[src/rtl/ext_bus_timer.sv]
module ext_bus_timer #(
  parameter int NZONES = 4,
  parameter int AW     = 20,
  parameter int DW     = 32,
  parameter int CW     = 3,
  parameter int IW     = 3,
  localparam int ZW    = (NZONES > 1) ? $clog2(NZONES) : 1,
  localparam int CFGW  = 6 * CW + 4
) (
  input  logic              clk,
  input  logic              rst_n,
  input  logic              cfg_we,
  input  logic [ZW-1:0]     cfg_zone,
  input  logic [CFGW-1:0]   cfg_wdata,
  output logic              cfg_err,
  input  logic              bank_we,
  input  logic [ZW-1:0]     bank_zone,
  input  logic [IW-1:0]     bank_idle,
  input  logic              req_valid,
  input  logic              req_write,
  input  logic [ZW-1:0]     req_zone,
  input  logic [AW-1:0]     req_addr,
  input  logic [DW-1:0]     req_wdata,
  output logic              req_ready,
  output logic              done,
  output logic [DW-1:0]     rd_data,
  output logic [NZONES-1:0] cs_n,
  output logic              rnw,
  output logic              we_n,
  output logic [AW-1:0]     bus_addr,
  output logic [DW-1:0]     bus_dout,
  output logic              bus_oe,
  input  logic [DW-1:0]     bus_din,
  input  logic              bus_rdy
);

  localparam int HW    = DW / 2;
  localparam int DBL_B = 6 * CW;
  localparam int RDY_B = 6 * CW + 1;
  localparam int SZ_B  = 6 * CW + 2;
  localparam int CNTW  = (CW + 1 > IW) ? CW + 1 : IW;
  localparam logic [CFGW-1:0] CFG_RST = {2'b11, 1'b0, 1'b1, {6{CW'(3)}}};

  typedef enum logic [2:0] {S_IDLE, S_BANK, S_LEAD, S_ACT, S_TRAIL} st_t;

  function automatic logic [CW-1:0] fld(input logic [CFGW-1:0] c, input int idx);
    return c[idx*CW +: CW];
  endfunction

  function automatic logic [CW:0] plen(input logic [CW-1:0] v, input logic dbl);
    return dbl ? {v, 1'b0} : {1'b0, v};
  endfunction

  logic [CFGW-1:0] zcfg [NZONES];
  logic [ZW-1:0]   slow_zone;
  logic [IW-1:0]   slow_idle;

  st_t             st, st_n;
  logic [CNTW-1:0] cnt, cnt_n;
  logic            done_n, cap, ld, fin_strobe;
  logic            has_prev;
  logic [ZW-1:0]   cur_zone;
  logic            cur_wr, cur_rdy, cur_w16;
  logic [AW-1:0]   cur_addr;
  logic [DW-1:0]   cur_wdata;
  logic [CW:0]     cur_lead, cur_act, cur_trl;

  // Timing word check
  logic [1:0] cfg_sz;
  logic       cfg_ok;
  assign cfg_sz = cfg_wdata[SZ_B +: 2];
  assign cfg_ok = (fld(cfg_wdata, 0) != '0) && (fld(cfg_wdata, 3) != '0) &&
                  (cfg_sz == 2'd3 || cfg_sz == 2'd1) &&
                  !(cfg_wdata[RDY_B] && (fld(cfg_wdata, 1) == '0 || fld(cfg_wdata, 4) == '0));

  // Timing of the incoming request
  logic [CFGW-1:0] rq_cfg;
  logic [CW:0]     rq_lead, rq_act, rq_trl;
  logic            rq_cross;
  assign rq_cfg   = zcfg[req_zone];
  assign rq_lead  = plen(fld(rq_cfg, req_write ? 3 : 0), rq_cfg[DBL_B]);
  assign rq_act   = plen(fld(rq_cfg, req_write ? 4 : 1), rq_cfg[DBL_B]);
  assign rq_trl   = plen(fld(rq_cfg, req_write ? 5 : 2), rq_cfg[DBL_B]);
  assign rq_cross = has_prev && ((req_zone == slow_zone) != (cur_zone == slow_zone));

  always_comb begin
    st_n       = st;
    cnt_n      = cnt;
    done_n     = 1'b0;
    cap        = 1'b0;
    ld         = 1'b0;
    fin_strobe = 1'b0;
    unique case (st)
      S_IDLE: if (req_valid) begin
        ld = 1'b1;
        if (rq_cross && slow_idle != '0) begin
          st_n  = S_BANK;
          cnt_n = CNTW'(slow_idle) - CNTW'(1);
        end else begin
          st_n  = S_LEAD;
          cnt_n = CNTW'(rq_lead) - CNTW'(1);
        end
      end
      S_BANK: if (cnt == '0) begin
        st_n  = S_LEAD;
        cnt_n = CNTW'(cur_lead) - CNTW'(1);
      end else cnt_n = cnt - CNTW'(1);
      S_LEAD: if (cnt == '0) begin
        if (cur_act != '0) begin
          st_n  = S_ACT;
          cnt_n = CNTW'(cur_act) - CNTW'(1);
        end else fin_strobe = 1'b1;
      end else cnt_n = cnt - CNTW'(1);
      S_ACT: if (cnt != '0) cnt_n = cnt - CNTW'(1);
             else if (!(cur_rdy && !bus_rdy)) fin_strobe = 1'b1;
      S_TRAIL: if (cnt == '0) begin
        st_n   = S_IDLE;
        done_n = 1'b1;
      end else cnt_n = cnt - CNTW'(1);
      default: st_n = S_IDLE;
    endcase
    if (fin_strobe) begin
      cap = !cur_wr;
      if (cur_trl != '0) begin
        st_n  = S_TRAIL;
        cnt_n = CNTW'(cur_trl) - CNTW'(1);
      end else begin
        st_n   = S_IDLE;
        done_n = 1'b1;
      end
    end
  end

  always_ff @(posedge clk or negedge rst_n) begin
    if (!rst_n) begin
      st        <= S_IDLE;
      cnt       <= '0;
      done      <= 1'b0;
      cfg_err   <= 1'b0;
      rd_data   <= '0;
      has_prev  <= 1'b0;
      cur_zone  <= '0;
      cur_wr    <= 1'b0;
      cur_rdy   <= 1'b0;
      cur_w16   <= 1'b0;
      cur_addr  <= '0;
      cur_wdata <= '0;
      cur_lead  <= '0;
      cur_act   <= '0;
      cur_trl   <= '0;
      slow_zone <= '0;
      slow_idle <= '0;
      for (int z = 0; z < NZONES; z++) zcfg[z] <= CFG_RST;
    end else begin
      st      <= st_n;
      cnt     <= cnt_n;
      done    <= done_n;
      cfg_err <= cfg_we && !cfg_ok;
      if (cfg_we && cfg_ok && int'(cfg_zone) < NZONES) zcfg[cfg_zone] <= cfg_wdata;
      if (bank_we) begin
        slow_zone <= bank_zone;
        slow_idle <= bank_idle;
      end
      if (ld) begin
        has_prev  <= 1'b1;
        cur_zone  <= req_zone;
        cur_wr    <= req_write;
        cur_rdy   <= rq_cfg[RDY_B];
        cur_w16   <= (rq_cfg[SZ_B +: 2] == 2'd3);
        cur_addr  <= req_addr;
        cur_wdata <= (rq_cfg[SZ_B +: 2] == 2'd3) ? {{(DW-HW){1'b0}}, req_wdata[HW-1:0]} : req_wdata;
        cur_lead  <= rq_lead;
        cur_act   <= rq_act;
        cur_trl   <= rq_trl;
      end
      if (cap) rd_data <= cur_w16 ? {{(DW-HW){1'b0}}, bus_din[HW-1:0]} : bus_din;
    end
  end

  logic busy;
  assign busy      = (st == S_LEAD) || (st == S_ACT) || (st == S_TRAIL);
  assign req_ready = (st == S_IDLE);
  assign rnw       = !(busy && cur_wr);
  assign we_n      = !(st == S_ACT && cur_wr);
  assign bus_oe    = busy && cur_wr;
  assign bus_addr  = cur_addr;
  assign bus_dout  = cur_wdata;

  for (genvar z = 0; z < NZONES; z++) begin : g_cs
    assign cs_n[z] = !(busy && cur_zone == ZW'(z));
  end

  AST_ONE_SELECT: assert property (@(posedge clk) disable iff (!rst_n)
    $onehot0(~cs_n));
  AST_STROBE_IN_WRITE: assert property (@(posedge clk) disable iff (!rst_n)
    !we_n |-> (!rnw && !(&cs_n)));
  AST_LEAD_BEFORE_STROBE: assert property (@(posedge clk) disable iff (!rst_n)
    $fell(&cs_n) |-> we_n);
  AST_ADDR_HELD: assert property (@(posedge clk) disable iff (!rst_n)
    (!(&cs_n) && $past(!(&cs_n))) |-> $stable(bus_addr));
  AST_DONE_SINGLE: assert property (@(posedge clk) disable iff (!rst_n)
    done |=> !done);
  AST_READY_STRETCH: assert property (@(posedge clk) disable iff (!rst_n)
    (st == S_ACT && cnt == '0 && cur_rdy && !bus_rdy) |=> (st == S_ACT));

endmodule

[config.mk]
export PLATFORM = sky130hd
export DESIGN_NAME = ext_bus_timer
export DESIGN_NICKNAME = d
export VERILOG_FILES = /design/src/rtl/ext_bus_timer.sv
export SDC_FILE = /design/constraint.sdc
export NUM_CORES = 1
export LEC_CHECK = 0
export ABC_CLOCK_PERIOD_IN_PS = 2570
export BUFFER_PORTS_ARGS = -buffer_cell sky130_fd_sc_hd__buf_2
export CAP_MARGIN = 20
export CORE_MARGIN = 1
export CORE_UTILIZATION = 30
export CTS_CLUSTER_DIAMETER = 60
export DETAILED_ROUTE_END_ITERATION = 6
export PLACE_DENSITY_LB_ADDON = 0.15
export SYNTH_ARGS = -nofsm -noshare
export SYNTH_HDL_FRONTEND = slang
export SYNTH_SLANG_ARGS = --single-unit
[constraint.sdc]
create_clock -name clk -period 2.57 [get_ports clk]
set_input_delay 0.6425 -clock clk [delete_from_list [all_inputs] [get_ports clk]]
set_output_delay 0.6425 -clock clk [all_outputs]
set_load 0.01 [all_outputs]
Word-level counts from Yosys, hierarchy flattened
Index checks and enable logic that the tools add are counted.
{"block": "totals", "output_inout_bits": 94, "input_bits": 122, "regBits": 204, "wordCells": 144}
{"block": "op_classes", "n_reduce_logical": 42, "n_mul": 3, "add_sub_neg": 6, "n_eq_ne": 19, "shifts": 3, "order_cmp": 3, "muxes": 45, "bitwise": 2}
{"operator": "$bwmux W88", "count": 1}
{"operator": "$mux W22", "count": 3}
{"operator": "$mux W32", "count": 2}
{"operator": "$mux W4", "count": 12}
{"operator": "$bmux W22 S2", "count": 1}
{"operator": "$demux W22 S2", "count": 1}
{"operator": "$shiftx A22 B6 Y3", "count": 2}
{"operator": "$mux W3", "count": 9}
{"operator": "$shiftx A22 B5 Y3", "count": 1}
{"operator": "$pmux W4 S5", "count": 1}
{"operator": "$sub A4 B1 Y4 const B", "count": 5}
{"operator": "$logic_and A1 B1 Y1", "count": 16}
{"operator": "$pmux W3 S5", "count": 1}
{"operator": "$ne A3 B3 Y1 const B", "count": 4}
{"operator": "$reduce_bool A4 Y1", "count": 3}
{"operator": "$mux W1", "count": 11}
{"operator": "$logic_not A1 Y1", "count": 10}
{"operator": "$mul A3 B2 Y5 const B", "count": 2}
{"operator": "$logic_not A3 Y1", "count": 3}
{"operator": "$reduce_bool A3 Y1", "count": 3}
{"operator": "$eq A2 B2 Y1 const B", "count": 4}
{"operator": "$eq A3 B2 Y1 const B", "count": 2}
{"operator": "$ge A3 B3 Y1 const B", "count": 2}
{"operator": "$not A2 Y3", "count": 2}
{"operator": "other kinds (16)", "count": 22}

Logic depth before layout (Yosys ltp)
{"block": "logic_depth", "ltp_word": 12, "mapped_depth": 11}

Worst setup path before layout
Ideal clock, no wire load.
{"block": "synth_timing", "path_type": "input to register", "start": "input port req_zone[0]", "end": "register cnt[2]", "arrival_time_ns": 2.600, "t_required_ns": 2.484, "cell_stages": 9, "setup_slack_ns": -0.116, "setup_ns": 0.086, "cell_sequence": "buf_6 mux4_2 clkbuf_1 a21oi_1 mux2i_1 ha_1 xnor2_1 o311a_1 a32oi_1"}
{"block": "synth_between", "elab_chain_cells": 12}
{"element": "from (decl)", "line": "21", "rtl": "input logic [ZW-1:0] req_zone,"}
{"element": "$not A2 Y3 (implied by the code)", "line": "80", "rtl": "assign rq_cfg = zcfg[req_zone];"}
{"element": "$bmux W22 S2", "line": "80"}
{"element": "$mux W22 (implied by the code) (2 in a row)", "line": "80"}
{"element": "$shiftx A22 B5 Y3", "line": "47", "rtl": "return c[idx*CW +: CW];"}
{"element": "$mux W4", "line": "51", "rtl": "return dbl ? {v, 1'b0} : {1'b0, v};"}
{"element": "$sub A4 B1 Y4", "line": "101", "rtl": "cnt_n = CNTW'(rq_lead) - CNTW'(1);"}
{"element": "$mux W4 (*)", "line": "96", "rtl": "if (rq_cross && slow_idle != '0) begin"}
{"element": "$mux W4 (*)", "line": "94", "rtl": "S_IDLE: if (req_valid) begin"}
{"element": "$pmux W4 S5 (*)", "line": "93", "rtl": "unique case (st)"}
{"element": "$mux W4", "line": "124", "rtl": "if (cur_trl != '0) begin"}
{"element": "$mux W4 (*)", "line": "122", "rtl": "if (fin_strobe) begin"}
{"element": "net cnt_n[2]", "line": "59", "rtl": "logic [CNTW-1:0] cnt, cnt_n;"}
{"element": "to (signal assigned)", "line": "156", "rtl": "cnt <= cnt_n;"}
{"element": "to (decl)", "line": "59"}
The timed path passes the listed nets; every way through them passes the cells marked *. The select of a mux whose other input is x is not followed.
A chain may end at the register's enable or synchronous reset.

Final worst setup path
{"block": "layout_timing", "start": "register st[1]", "end": "output port cs_n[0]"}
{"block": "layout_between", "elab_chain_cells": 5}
{"element": "from (decl)", "line": "58", "rtl": "st_t st, st_n;"}
{"element": "from (signal assigned)", "line": "155", "rtl": "st <= st_n;"}
{"element": "$eq A3 B2 Y1", "line": "181", "rtl": "assign busy = (st == S_LEAD) || (st == S_ACT) || (st == S_TRAIL);"}
{"element": "$logic_or A1 B1 Y1", "line": "181"}
{"element": "$logic_or A1 B1 Y1 (*)", "line": "181"}
{"element": "$logic_and A1 B1 Y1 (*)", "line": "190", "rtl": "assign cs_n[z] = !(busy && cur_zone == ZW'(z));"}
{"element": "$logic_not A1 Y1 (*)", "line": "190"}
{"element": "to (decl)", "line": "27", "rtl": "output logic [NZONES-1:0] cs_n,"}
Every way passes the cells marked *; elsewhere a longest branch is shown, timed or not.

==> metrics <==
Critical Path Sink Type=output port; sequential area share after synthesis=55.9%; unrepaired setup endpoints after global routing=false; Cell variety after synth=63; area grow syn2layout=29.4%; Yosys warning count=0; nets=1,115; Avg Cell Area, Syn=12.4 µm²; clk sink count=204; total power=13,400 µW; relative slew slack=60.3%; DRC violations left=0; # rows=63; clock slew at reported path FFs=0.06 ns; period utilization=96.7%; WP buf/inv=3; DR pass1 iterations=4; Post-synth ARST share=100%; clk_lat worst skew=0.52 ns; antenna violations before repair=0; Core ar.=0.0300 mm²; leakage power=0.00568 µW; Crit path arrival time=1.84 ns; largest net degree at the start of global routing=61; pwr dens=1120 mW/mm²; Antenna Nets Post-Route=0; io pins=216; clock root cell=clkbuf_16; Crit Path Class=reg2out; die extent in x=178 µm; global-route wire length before repair=36,600 µm; Starting Density=30.8%; DR vias=6,480; Logic pwr share=33.3%; H-Tree Depth=1; die area=0.0316 mm²; CP max stage cell=dfrtp_1; Port Buf Inserts=215; post-detail-place hpwl=16,400 µm; Inst Count DP=1,347; die height=178 µm; hold_ws=0.0685 ns; Critical Path RT=1.93 ns; Hold Fails Final Rpt=0; Clk pwr share=27.8%; Seq pwr share=38.8%; GRT Total Usage=14.7%; switching power=4390 µW; Post-synth EDFFs=0; final core utilization=39.9%; WL per Instance=16.5 µm; Final Critical Period=2.48 ns; Cell Int Power=8980 µW; max-cap violations=0; Syn Inst Count=745; Largest stage delay, worst path=0.41 ns; worst-path fanout max=13; cts hold-fix bufs=0; CP Launch Type=register; clk buf depth=3; GP Congestion=0.773; total grt overflow=0; fin. max-slew vios=0; CTS Buf Count=27; Sw Share=32.9%; Worst-Margin Slew=0.596 ns; overall routed net length=23,100 µm; most common flop cell mapped by yosys=dfrtp_1; Peak VDD IR=0.000442 V; cell family with most CP delay=buffers and inverters; number of vias per cell=4.64; Net Count, Synth=873; Layout Cells excl Fill=1,398; register bit total from synthesis=204; status=complete, no violations; starting DRC count in detailed routing=217; clk_skew=0.0197 ns; Finish-stage setup viols=0; Hold Crit Class=in2async; f_max=402 MHz; CTS tree=built; Cell Area, Synth=0.00926 mm²; number of global-route vias before repair=6,543; worst-path cell chain=buf_6, inv_1, o21bai_4, or3b_1, buf_2; share of layout cells above drive strength 1=47.3%
[power by group through the flow]
stage                     combinational (µW)  sequential, µW  clock [µW]
final                                   4450            5190        3720
after global routing                    5010            5370        3980
after CTS                               4550            5210        3850
after detailed placement                4510            5250           0
after global placement                  4470            5240           0
after floorplan                         2580            5360           0
[cells in the final DEF (no fill, tap or decap), drive strengths merged, types with 18 or more instances in the layout]
master,instances
buf,254
nand2,148
dfrtp,144
mux2,129
dfstp,60
clkbuf,39
inv,21
mux4,20
nor2,18
o21ai,18
[worst register-to-register path: stages, from the launching register on]
cell      delay [ns]
dfrtp_1         0.39
inv_1           0.14
ha_1            0.17
nor3b_1         0.31
a22oi_1         0.20
nand2b_1        0.24
nor2_2          0.16
buf_12          0.22
mux2_1          0.37
[cell usage after synthesis (3+ instances only)]
master,number,area share [%]
mux4_2,20,4.9
dfrtp_1,144,39
nor2_1,17,0.69
nand3_1,6,0.32
nand2b_1,4,0.27
a22o_1,17,1.6
o211ai_1,5,0.41
mux2_1,48,5.8
nor3b_1,3,0.24
nor4_1,3,0.20
nor2b_1,16,1.1
inv_1,16,0.65
o21ai_1,8,0.43
a31oi_1,5,0.34
nand2_1,148,6.0
mux2i_1,8,0.86
buf_4,4,0.32
buf_2,17,0.92
or3b_1,3,0.28
a21oi_1,9,0.49
o21ai_0,10,0.54
ha_1,6,0.81
or3_1,3,0.20
xor2_1,6,0.57
clkbuf_1,17,0.69
dfstp_2,60,17
nor3_1,8,0.43
or2_1,4,0.27
mux2_2,80,9.7
xnor2_1,5,0.47
a211oi_1,4,0.32
[cell families after synthesis]
kind of cell	Yosys count	share of synthesized area, %
and+or+nand+nor	224	10.9
DFF	204	55.9
muxes	158	21.7
AOI/OAI and AO/OA	83	6.65
buffers and inverters	59	2.99
xor gates and xnor gates	11	1.04
adders and majority gates	6	0.810
[state kept, by name, summed over array words and instances, names as in the netlist]
name	count
cur_act	4
done	1
cur_trl	4
slow_idle	3
cur_rdy	1
has_prev	1
cur_zone	2
cnt	4
cur_w16	1
st	3
bus_dout	32
bus_addr	20
cur_lead	4
cur_wr	1
slow_zone	2
rd_data	32
zcfg	88
cfg_err	1
[layer usage]
| metal | GRT usage [%] | share of wire [%] | vias to the layer above |
|---|---|---|---|
| met2 | 23.6 | 46 | 157 |
| met4 | 3.45 | 1.5 | 0 |
| met1 | 20.7 | 47 | 3206 |
| met5 | 0 | 0 | - |
| li1 | - | - | 3093 |
| met3 | 2.46 | 5.2 | 24 |
[final timing paths]
kind	startpoint	endpoint	slack, ns	cells after the start
worst min-delay path	rst_n	rd_data[0]$_DFFE_PN0P_	0.07	1
worst max register to register	cur_act[0]$_DFFE_PN0P_	rd_data[2]$_DFFE_PN0P_	0.26	8
min in group clk	req_addr[16]	bus_addr[16]$_DFFE_PN0P_	0.31	3
max in group asynchronous	rst_n	zcfg[78]$_DFFE_PN1P_	1.77	2
worst max-delay path	st[1]$_DFFE_PN0P_	cs_n[0]	0.09	5
worst min register to register	bus_dout[14]$_DFFE_PN0P_	bus_dout[14]$_DFFE_PN0P_	0.47	2
[repair_timing]
action / CTS / global route
pin swaps: 1 / 0
endpoints found under the setup margin: 1 / 1
buffers inserted: 1 / 0
gates resized for setup: 3 / 1
[final cells by class]
| type | count | area (µm²) |
|---|---|---|
| antenna | 1 | 2.50 |
| clock buffer | 38 | 768 |
| clock inverter | 11 | 130 |
| fill | 2957 | 18100 |
| inverter | 17 | 63.8 |
| multi-input combinational | 482 | 3860 |
| sequential | 204 | 5180 |
| tap | 390 | 488 |
| timing repair buffer | 255 | 1490 |
[metrics by stage]
step / instance area, µm² / TNS (ns) / setup slack, ns
after floorplan: 9290 / 0 / 0.0161
after global placement: 11100 / -0.408 / -0.149
after detailed placement: 11100 / -0.636 / -0.185
after CTS: 12000 / 0 / 0.0332
after global routing: 12000 / 0 / 0.00164
final: 12000 / 0 / 0.0855
Note: power is estimated with default switching activity, not from simulation.
